## config.mk

```make
export PLATFORM = sky130hd
export DESIGN_NAME = conv_pe8
export DESIGN_NICKNAME = d
export VERILOG_FILES = /design/src/rtl/cpe_pkg.sv /design/src/rtl/cpe_lane.sv /design/src/rtl/cpe_sum_tree.sv /design/src/rtl/cpe_cfg.sv /design/src/rtl/conv_pe8.sv
export SDC_FILE = /design/constraint.sdc
export NUM_CORES = 2
export LEC_CHECK = 0
export BUFFER_PORTS_ARGS = -buffer_cell sky130_fd_sc_hd__buf_2
export CORE_MARGIN = 2
export CORE_UTILIZATION = 65
export CTS_CLUSTER_SIZE = 20
export DETAILED_ROUTE_END_ITERATION = 6
export PLACE_DENSITY = 0.9
export REMOVE_ABC_BUFFERS = 1
export SLEW_MARGIN = 20
export SYNTH_ARGS = -nofsm -noshare
export SYNTH_HDL_FRONTEND = slang
export SYNTH_HIERARCHICAL = 1
export SYNTH_SLANG_ARGS = --single-unit
```

## constraint.sdc

```tcl
create_clock -name clk -period 14.1 [get_ports clk]
set_input_delay 4.23 -clock clk [delete_from_list [all_inputs] [get_ports clk]]
set_output_delay 4.23 -clock clk [all_outputs]
set_load 0.005 [all_outputs]
```

## src/rtl/cpe_pkg.sv

```systemverilog
`timescale 1ns/1ps
package cpe_pkg;
   typedef enum logic [1:0] {
      MODE_1X1  = 2'b00,
      MODE_3X3  = 2'b01,
      MODE_MASK = 2'b10,
      MODE_RSVD = 2'b11
   } pe_mode_e;
endpackage

```

## src/rtl/cpe_lane.sv

```systemverilog
`timescale 1ns/1ps
// One multiply lane: shift-chained pixel register, weight register and a
// gated product register.
module cpe_lane #(
   parameter int PIX_W  = 16,
   parameter int WT_W   = 8,
   localparam int PROD_W = PIX_W + WT_W
) (
   input  logic                     clk,
   input  logic                     rst_n,
   input  logic                     shift_en,
   input  logic signed [PIX_W-1:0]  pix_prev,
   input  logic                     wt_we,
   input  logic signed [WT_W-1:0]   wt_d,
   input  logic                     cap_en,
   input  logic                     lane_en,
   output logic signed [PIX_W-1:0]  pix_q,
   output logic signed [PROD_W-1:0] prod_q
);
   logic signed [WT_W-1:0]   wt_q;
   logic signed [PIX_W-1:0]  op_pix;
   logic signed [WT_W-1:0]   op_wt;
   logic signed [PROD_W-1:0] mul;

   // Operand gating keeps a disabled multiplier's inputs at zero.
   always_comb begin
      op_pix = lane_en ? pix_q : '0;
      op_wt  = lane_en ? wt_q  : '0;
      mul    = op_pix * op_wt;
   end

   always_ff @(posedge clk or negedge rst_n) begin
      if (!rst_n) begin
         pix_q  <= '0;
         wt_q   <= '0;
         prod_q <= '0;
      end else begin
         if (shift_en) pix_q  <= pix_prev;
         if (wt_we)    wt_q   <= wt_d;
         if (cap_en)   prod_q <= mul;
      end
   end

   AST_LANE_GATED_ZERO: assert property (@(posedge clk) disable iff (!rst_n)
      (cap_en && !lane_en) |=> (prod_q == '0));
endmodule

```

## src/rtl/cpe_sum_tree.sv

```systemverilog
`timescale 1ns/1ps
// Registered reduction of all lane products.
module cpe_sum_tree #(
   parameter int LANES  = 8,
   parameter int PROD_W = 24,
   localparam int SUM_W = PROD_W + $clog2(LANES)
) (
   input  logic                     clk,
   input  logic                     rst_n,
   input  logic                     in_v,
   input  logic signed [PROD_W-1:0] prod_i [LANES],
   output logic signed [SUM_W-1:0]  sum_q
);
   logic signed [SUM_W-1:0] sum_c;

   always_comb begin
      sum_c = '0;
      for (int i = 0; i < LANES; i++)
         sum_c = sum_c + {{(SUM_W-PROD_W){prod_i[i][PROD_W-1]}}, prod_i[i]};
   end

   always_ff @(posedge clk or negedge rst_n) begin
      if (!rst_n)    sum_q <= '0;
      else if (in_v) sum_q <= sum_c;
   end
endmodule

```

## src/rtl/cpe_cfg.sv

```systemverilog
`timescale 1ns/1ps
// Mode/mask configuration with deferred activation and window tracking.
module cpe_cfg
   import cpe_pkg::*;
#(
   parameter int LANES = 8
) (
   input  logic             clk,
   input  logic             rst_n,
   input  logic             cfg_we,
   input  logic [1:0]       cfg_mode,
   input  logic [LANES-1:0] cfg_mask,
   input  logic             in_valid,
   input  logic             in_last,
   output logic [LANES-1:0] lane_en,
   output logic             pass_end
);
   logic [1:0]       pend_mode;
   logic [LANES-1:0] pend_mask;
   logic             pend_vld;
   pe_mode_e         act_mode;
   logic [LANES-1:0] act_mask;
   logic             win_open;
   logic             apply;

   assign apply = pend_vld && !win_open && !in_valid;

   always_comb begin
      case (act_mode)
         MODE_3X3: begin
            lane_en  = win_open ? LANES'(1) : LANES'(8'hFF);
            pass_end = win_open;
         end
         MODE_MASK: begin
            lane_en  = act_mask;
            pass_end = in_last;
         end
         default: begin
            lane_en  = LANES'(1);
            pass_end = 1'b1;
         end
      endcase
   end

   always_ff @(posedge clk or negedge rst_n) begin
      if (!rst_n) begin
         pend_mode <= '0;
         pend_mask <= '0;
         pend_vld  <= 1'b0;
         act_mode  <= MODE_1X1;
         act_mask  <= '0;
         win_open  <= 1'b0;
      end else begin
         if (cfg_we) begin
            pend_mode <= cfg_mode;
            pend_mask <= cfg_mask;
            pend_vld  <= 1'b1;
         end else if (apply) begin
            pend_vld  <= 1'b0;
         end
         if (apply) begin
            act_mode <= pe_mode_e'(pend_mode);
            act_mask <= pend_mask;
         end
         if (in_valid) win_open <= !pass_end;
      end
   end

   AST_CFG_HELD_IN_WINDOW: assert property (@(posedge clk) disable iff (!rst_n)
      (win_open || in_valid) |=> ($stable(act_mask) && $stable(act_mode)));
   AST_1X1_SINGLE_LANE: assert property (@(posedge clk) disable iff (!rst_n)
      (act_mode == MODE_1X1 || act_mode == MODE_RSVD) |-> (lane_en == LANES'(1)));
   AST_3X3_TAIL_LANE0: assert property (@(posedge clk) disable iff (!rst_n)
      (act_mode == MODE_3X3 && win_open) |-> (lane_en == LANES'(1)));
endmodule

```

## src/rtl/conv_pe8.sv

```systemverilog
`timescale 1ns/1ps
// Eight-lane gated convolution processing element.
module conv_pe8 #(
   parameter int LANES = 8,
   parameter int PIX_W = 16,
   parameter int WT_W  = 8,
   parameter int ACC_W = 32,
   localparam int IDX_W  = $clog2(LANES),
   localparam int PROD_W = PIX_W + WT_W,
   localparam int SUM_W  = PROD_W + $clog2(LANES)
) (
   input  logic             clk,
   input  logic             rst_n,
   input  logic             cfg_we,
   input  logic [1:0]       cfg_mode,
   input  logic [LANES-1:0] cfg_mask,
   input  logic             pix_shift,
   input  logic [PIX_W-1:0] pix_in,
   output logic [PIX_W-1:0] pix_out,
   input  logic             wt_we,
   input  logic [IDX_W-1:0] wt_idx,
   input  logic [WT_W-1:0]  wt_data,
   input  logic             in_valid,
   input  logic             in_clear,
   input  logic             in_last,
   output logic [ACC_W-1:0] psum,
   output logic             psum_valid
);
   // Elaboration-time parameter checks
   if (LANES < 8) begin : g_chk_lanes
      $error("conv_pe8: LANES must be at least 8 for the 3x3 mode");
   end
   if (PIX_W < 2 || WT_W < 2) begin : g_chk_widths
      $error("conv_pe8: PIX_W and WT_W must be at least 2");
   end
   if (ACC_W <= SUM_W) begin : g_chk_acc
      $error("conv_pe8: ACC_W must exceed the adder tree width");
   end

   logic [LANES-1:0]         lane_en;
   logic                     pass_end;
   logic signed [PIX_W-1:0]  pix_q  [LANES];
   logic signed [PROD_W-1:0] prod_q [LANES];
   logic signed [SUM_W-1:0]  sum_q;
   logic                     v1, c1, e1, v2, c2, e2;
   logic signed [ACC_W-1:0]  acc_q;

   cpe_cfg #(.LANES(LANES)) cfg_i (
      .clk(clk), .rst_n(rst_n), .cfg_we(cfg_we), .cfg_mode(cfg_mode),
      .cfg_mask(cfg_mask), .in_valid(in_valid), .in_last(in_last),
      .lane_en(lane_en), .pass_end(pass_end)
   );

   for (genvar i = 0; i < LANES; i++) begin : g_lane
      logic signed [PIX_W-1:0] prev;
      if (i == 0) begin : g_head
         assign prev = pix_in;
      end else begin : g_link
         assign prev = pix_q[i-1];
      end
      cpe_lane #(.PIX_W(PIX_W), .WT_W(WT_W)) lane_i (
         .clk(clk), .rst_n(rst_n), .shift_en(pix_shift), .pix_prev(prev),
         .wt_we(wt_we && (wt_idx == IDX_W'(i))), .wt_d(wt_data),
         .cap_en(in_valid), .lane_en(lane_en[i]),
         .pix_q(pix_q[i]), .prod_q(prod_q[i])
      );
   end

   cpe_sum_tree #(.LANES(LANES), .PROD_W(PROD_W)) tree_i (
      .clk(clk), .rst_n(rst_n), .in_v(v1), .prod_i(prod_q), .sum_q(sum_q)
   );

   always_ff @(posedge clk or negedge rst_n) begin
      if (!rst_n) begin
         v1 <= 1'b0; c1 <= 1'b0; e1 <= 1'b0;
         v2 <= 1'b0; c2 <= 1'b0; e2 <= 1'b0;
         acc_q      <= '0;
         psum_valid <= 1'b0;
      end else begin
         v1 <= in_valid; c1 <= in_clear; e1 <= pass_end;
         v2 <= v1;       c2 <= c1;       e2 <= e1;
         if (v2)
            acc_q <= (c2 ? '0 : acc_q) + {{(ACC_W-SUM_W){sum_q[SUM_W-1]}}, sum_q};
         psum_valid <= v2 && e2;
      end
   end

   assign psum    = acc_q;
   assign pix_out = pix_q[LANES-1];

   AST_VALID_LATENCY: assert property (@(posedge clk) disable iff (!rst_n)
      psum_valid |-> $past(in_valid, 3));
endmodule

```

---- After elaboration in Yosys (flattened, before gate mapping) ----
Index checks and enable logic that the tools add are counted.
word-level totals
  flip-flop bits (word level) ............. 472
  bits in latches ......................... 0
  bits in writable memories ............... 0
  memory bits (read-only) ................. 0
  input bits .............................. 45
  output and inout bits ................... 49
  word-level logic and storage cells ...... 102
  memories ................................ 0
cells by class
  $add $sub $neg .......................... 8
  multipliers ............................. 8
  divide/modulo/power cells ............... 0
  magnitude comparators ................... 0
  equality and inequality tests ........... 9
  shift operators ......................... 0
  multiplexer cells ....................... 22
  bitwise gates (word level) .............. 0
  reductions and logical operators ........ 16
operators by type and width
  cell                                                  number
  multiplier 16 x 8 -> 24 bit                           8
  adder 27 bit                                          6
  two-way mux 16 bit                                    8
  two-way mux 8 bit                                     9
  adder 32 bit                                          1
  two-way mux 32 bit                                    1
  adder 24 x 24 -> 25 bit                               1
  one-hot mux 8 bit (2 select lines)                    1
  equality test 3 bit (second input constant)           4
  logical AND 1 bit                                     11
  equality test 3 x 2 -> 1 bit (second input constant)  2
  equality test 3 x 1 -> 1 bit (second input constant)  1
  logical NOT 1 bit                                     3
  logical NOT 3 bit                                     1
  equality test 2 x 1 -> 1 bit (second input constant)  1
  equality test 2 bit (second input constant)           1
  two-way mux 1 bit                                     2
  one-hot mux 1 bit (2 select lines)                    1
  nonzero test 2 bit                                    1

---- Logic depth before layout (Yosys ltp) ----
  depth after elaboration ................. 7
  depth in mapped cells ................... 26
  depth with buffers taken out ............ 23

---- Modules after synthesis ----
Netlist, hierarchy kept.
by module, submodules not included
  module                            times used  cells an instance  area an instance (um^2)
  cpe_lane at g_lane[3].lane_i ...  4           661                6439.9
  cpe_lane at g_lane[0].lane_i ...  2           675                6545.0
  cpe_sum_tree                      1           712                6550.0
  cpe_lane at g_lane[7].lane_i      1           662                6501.2
  cpe_lane at g_lane[2].lane_i      1           661                6470.0
  conv_pe8                          1           384                3423.3
  cpe_cfg                           1           73                 974.7

---- Worst setup path before layout ----
OpenSTA, ideal clock, no wires.
  path type ............................... flip-flop to flip-flop
  start point ............................. reg cfg_i.act_mode[0]
  end point ............................... reg g_lane[2].lane_i.prod_q[19]
  setup time .............................. 0.131 ns
  arrival ................................. 5.568 ns
  setup slack ............................. 8.401 ns
  cell stages (with the launch flop) ...... 22
  period minus slack after synthesis ...... 5.699 ns
  path through ............................ dfrtp_1 inv_1 ha_1 buf_2 a21oi_1 clkbuf_1 clkbuf_1 nand3_1 fa_1 fa_1 inv_1 fa_1 inv_1 fa_1 inv_1 ha_1 nand3_1 o211ai_2 a41oi_2 a21bo_2 and4_1 or3_1
between the ends
  word-level cells in the longest chain between the ends .. 4
  elaborated cells on any way between the ends .. 6
  those cells by class .................... 1 x mul; 2 x eq/ne; 3 x mux
RTL lines
  what                                                                 RTL line                        RTL
  from (decl)                                                          cpe_cfg.sv:21                   pe_mode_e act_mode;
  from (signal assigned)                                               cpe_cfg.sv:62                   act_mode <= pe_mode_e'(pend_mode);
  equality test 2 bit or equality test 2 x 1 -> 1 bit (tied branches)  cpe_cfg.sv:29                   case (act_mode)
  one-hot mux 8 bit (2 select lines) *                                 cpe_cfg.sv:29
  via lane_en[2]                                                       conv_pe8.sv:40                  logic [LANES-1:0] lane_en;
  two-way mux 16 bit or two-way mux 8 bit (tied branches)              cpe_lane.sv:27, cpe_lane.sv:28
  multiplier 16 x 8 -> 24 bit *                                        cpe_lane.sv:29                  mul = op_pix * op_wt;
  to (signal assigned)                                                 cpe_lane.sv:40                  if (cap_en) prod_q <= mul;
  to (decl)                                                            cpe_lane.sv:18                  output logic signed [PROD_W-1:0] prod_q
Mark *: on every way through the listed nets, which the timed path passes. The rest lies on a longest branch.
A chain may end at the register's enable or synchronous reset.

---- Final worst setup path ----
  start point ............................. reg cfg_i.act_mode[1]
  end point ............................... reg g_lane[2].lane_i.prod_q[23]
The elaborated chain is that of the path after synthesis.

==> metrics <==
Tcrit/Tclk final 0.5179; later-pin clock latency in the skew report 670 ps; IO Count 94; Setup CP Type flip-flop to flip-flop; detailed-route wire length per cell 21.69 µm; worst rel slew slack 0.2291; CTS Buf Count 56; share of layout cells above drive strength 1 0.1056; first-pass GRT wire length 271,900 µm; H-tree level count 2; Port Buffers 93; CTS Buffer Depth 3; synthesis-to-finish area growth 5.129%; Post-synth EDFFs 0; placed wire-length estimate 127,300 µm; Worst setup EP type flip-flop; top cells by area, synth fa_1 (31%), dfrtp_1 (19%), ha_1 (8.4%); Post-synth top cells inv_1 (1,389), fa_1 (972), and3_1 (734); Nets 7,823; GPL Wtd Cong 0.9695; PostCTS Resize Cnt 0; antenna violations before repair 10; clock transition at the registers of the reported paths 60 ps; Critical Path RT 14,640 ps; ys flop type dfrtp_1; area share of the largest cell type after synthesis 0.3100; clk sinks 472; Peak Freq 137.0 MHz; core area 95,290 µm²; crit path time final 7302 ps; via count 48.53k; Routed Wire Length 167,300 µm; Crit path buffers/inverters 5; R2R setup slack 6800 ps; Fin Setup TNS 0 ps; post-synthesis register bit count 472; worst min path class flip-flop to flip-flop; critical path cell sequence inv_1, ha_1, nand2b_1, a21oi_4, buf_4, nand2_1, or2_2, fa_1, inv_1, fa_1, fa_1, inv_1, fa_1, inv_1, ha_1, a21oi_1, o211ai_2, a41oi_2, a21bo_2, mux2_2, a211o_1; max-slew violations 0; Critical Path Source Type flip-flop; Total Routing Usage GR 0.3473; DR pass1 iterations 7; GRT Residual Overflow 0; post-CTS setup buffers 0; clock root cell clkbuf_16; die width 314.8 µm; post-synthesis sequential area ratio 0.1882; Post-CTS Hold Buffers 0; asr flop ratio synth 1.000; antenna-violating nets left 0; Yosys top cell by area fa_1; Worst EP arrival 7840 ps; status complete, no violations; Worst Max-Slew Pin Slew 1152 ps; Die Y-Extent 314.8 µm; TritonCTS clock tree yes; Post-Synthesis Cells 6,486; vias in the first global route 51.23k; Mapped Area 62,770 µm²; DR iter-0 viols 4,925; routed vias/inst 6.292; Final Setup Violations 0; slowest CP cell nand2_1; Rows 113; final hold violation count 0; max incr delay on CP 620 ps; CP top delay family adder cells; Post-Syn Area per Cell 9.678 µm²; clock skew 26.85 ps; pin count of the biggest net entering global routing 112; RSZ-0062 raised after global routing false; Die ar. 99,070 µm²; max_cap viols 0; Initial Utilization 0.6587; post-synth cell types 106; worst-path maximum fanout 98; DRC 0; synth warn 6; cell with the most instances after synthesis inv_1
-- per-layer routing --
metal / global-route usage / vias up / part of all wire
met1: 0.4461 / 24280 / 0.36
li1: - / 20760 / -
met5: 0 / - / 0.00032
met2: 0.5502 / 2833 / 0.47
met4: 0.1795 / 10 / 0.055
met3: 0.08473 / 638 / 0.11
-- through the flow --
stage                     cell area, µm²  hold slack, ps    util  setup WS [ps]  std cells
after floorplan                    61600           331.2       -           5685       6211
after global placement             63920           333.0  0.6708           7144       7591
after detailed placement           63920           353.5  0.6708           6926       7591
after CTS                          65920           364.4  0.6917           6913       7696
after global routing               65950           369.0  0.6921           6414       7697
final                              65990           359.5  0.6925           6798       7712
-- worst reg2reg max path: stages (launching register included) --
cell,delay (ps)
dfrtp_1,410
inv_1,90
ha_1,170
nand2b_1,380
a21oi_4,240
buf_4,580
nand2_1,680
or2_2,490
fa_1,420
inv_1,90
fa_1,450
fa_1,550
inv_1,60
fa_1,530
inv_1,50
ha_1,370
a21oi_1,350
o211ai_2,230
a41oi_2,250
a21bo_2,230
mux2_2,350
a211o_1,220
-- layout make-up --
| class | count | area, µm² |
|---|---|---|
| Multi-Input combinational cell | 4343 | 44630 |
| Fill cell | 6574 | 29310 |
| Sequential cell | 472 | 11810 |
| Inverter | 1396 | 5240 |
| Clock buffer | 81 | 1688 |
| Tap cell | 1265 | 1583 |
| Timing Repair Buffer | 116 | 686.9 |
| Clock inverter | 24 | 310.3 |
| Antenna cell | 15 | 37.54 |
-- sequential cells by signal, summed over array words and instances, names as in the netlist --
name and count:
g_lane.lane_i/prod_q 192, g_lane.lane_i/pix_q 128, g_lane.lane_i/wt_q 64, psum 32
tree_i/sum_q 27, cfg_i/act_mask 8, cfg_i/pend_mask 8, cfg_i/act_mode 2
cfg_i/pend_mode 2, c1 1, c2 1, cfg_i/pend_vld 1
cfg_i/win_open 1, e1 1, e2 1, psum_valid 1
v1 1, v2 1
-- logic make-up (layout without fill, tap and decap cells) --
family	count (synthesis)	in the layout	share of synthesized area
simple gates	1717	1717	0.1491
buf+inv	1671	1617	0.1020
fa+ha+maj	1393	1393	0.3939
compound gates	686	686	0.07553
flops	472	472	0.1882
mux	371	371	0.06644
xor+xnor	176	176	0.02480
other cells	0	15	0
-- cells in the final DEF, fill, tap and decap left out, types with 21 or more instances in the layout --
master	n
xor2_1	54
xnor2_1	120
nand2b_1	31
or4_1	25
a31oi_1	31
nor3_1	40
and2_1	33
a21oi_1	180
fa_1	972
buf_2	90
clkbuf_16	58
nor2b_1	44
nand2_1	318
or2_2	24
o21a_1	53
and3_1	734
a21o_1	70
dfrtp_1	472
mux2_2	357
o31ai_1	24
o21ai_1	28
inv_1	1389
nand3_1	98
buf_4	21
nor2_1	233
nand4_1	51
o21ai_0	91
ha_1	421
-- path summary, 6_finish.rpt --
kind,start,to,cells past startpoint
worst min register to register,c1,c2,0
max in group asynchronous,rst_n,g_lane[4].lane_i/pix_q[13],4
min in group asynchronous,rst_n,psum[10],1
worst min-delay path,c1,c2,0
worst max-delay path,cfg_i/act_mode[1],g_lane[2].lane_i/prod_q[23],21
worst max register to register,cfg_i/act_mode[1],g_lane[2].lane_i/prod_q[23],21
Power is left out: the tool's default activity adds up to more than one toggle a clock period on the data nets, which glitch-free logic cannot reach.
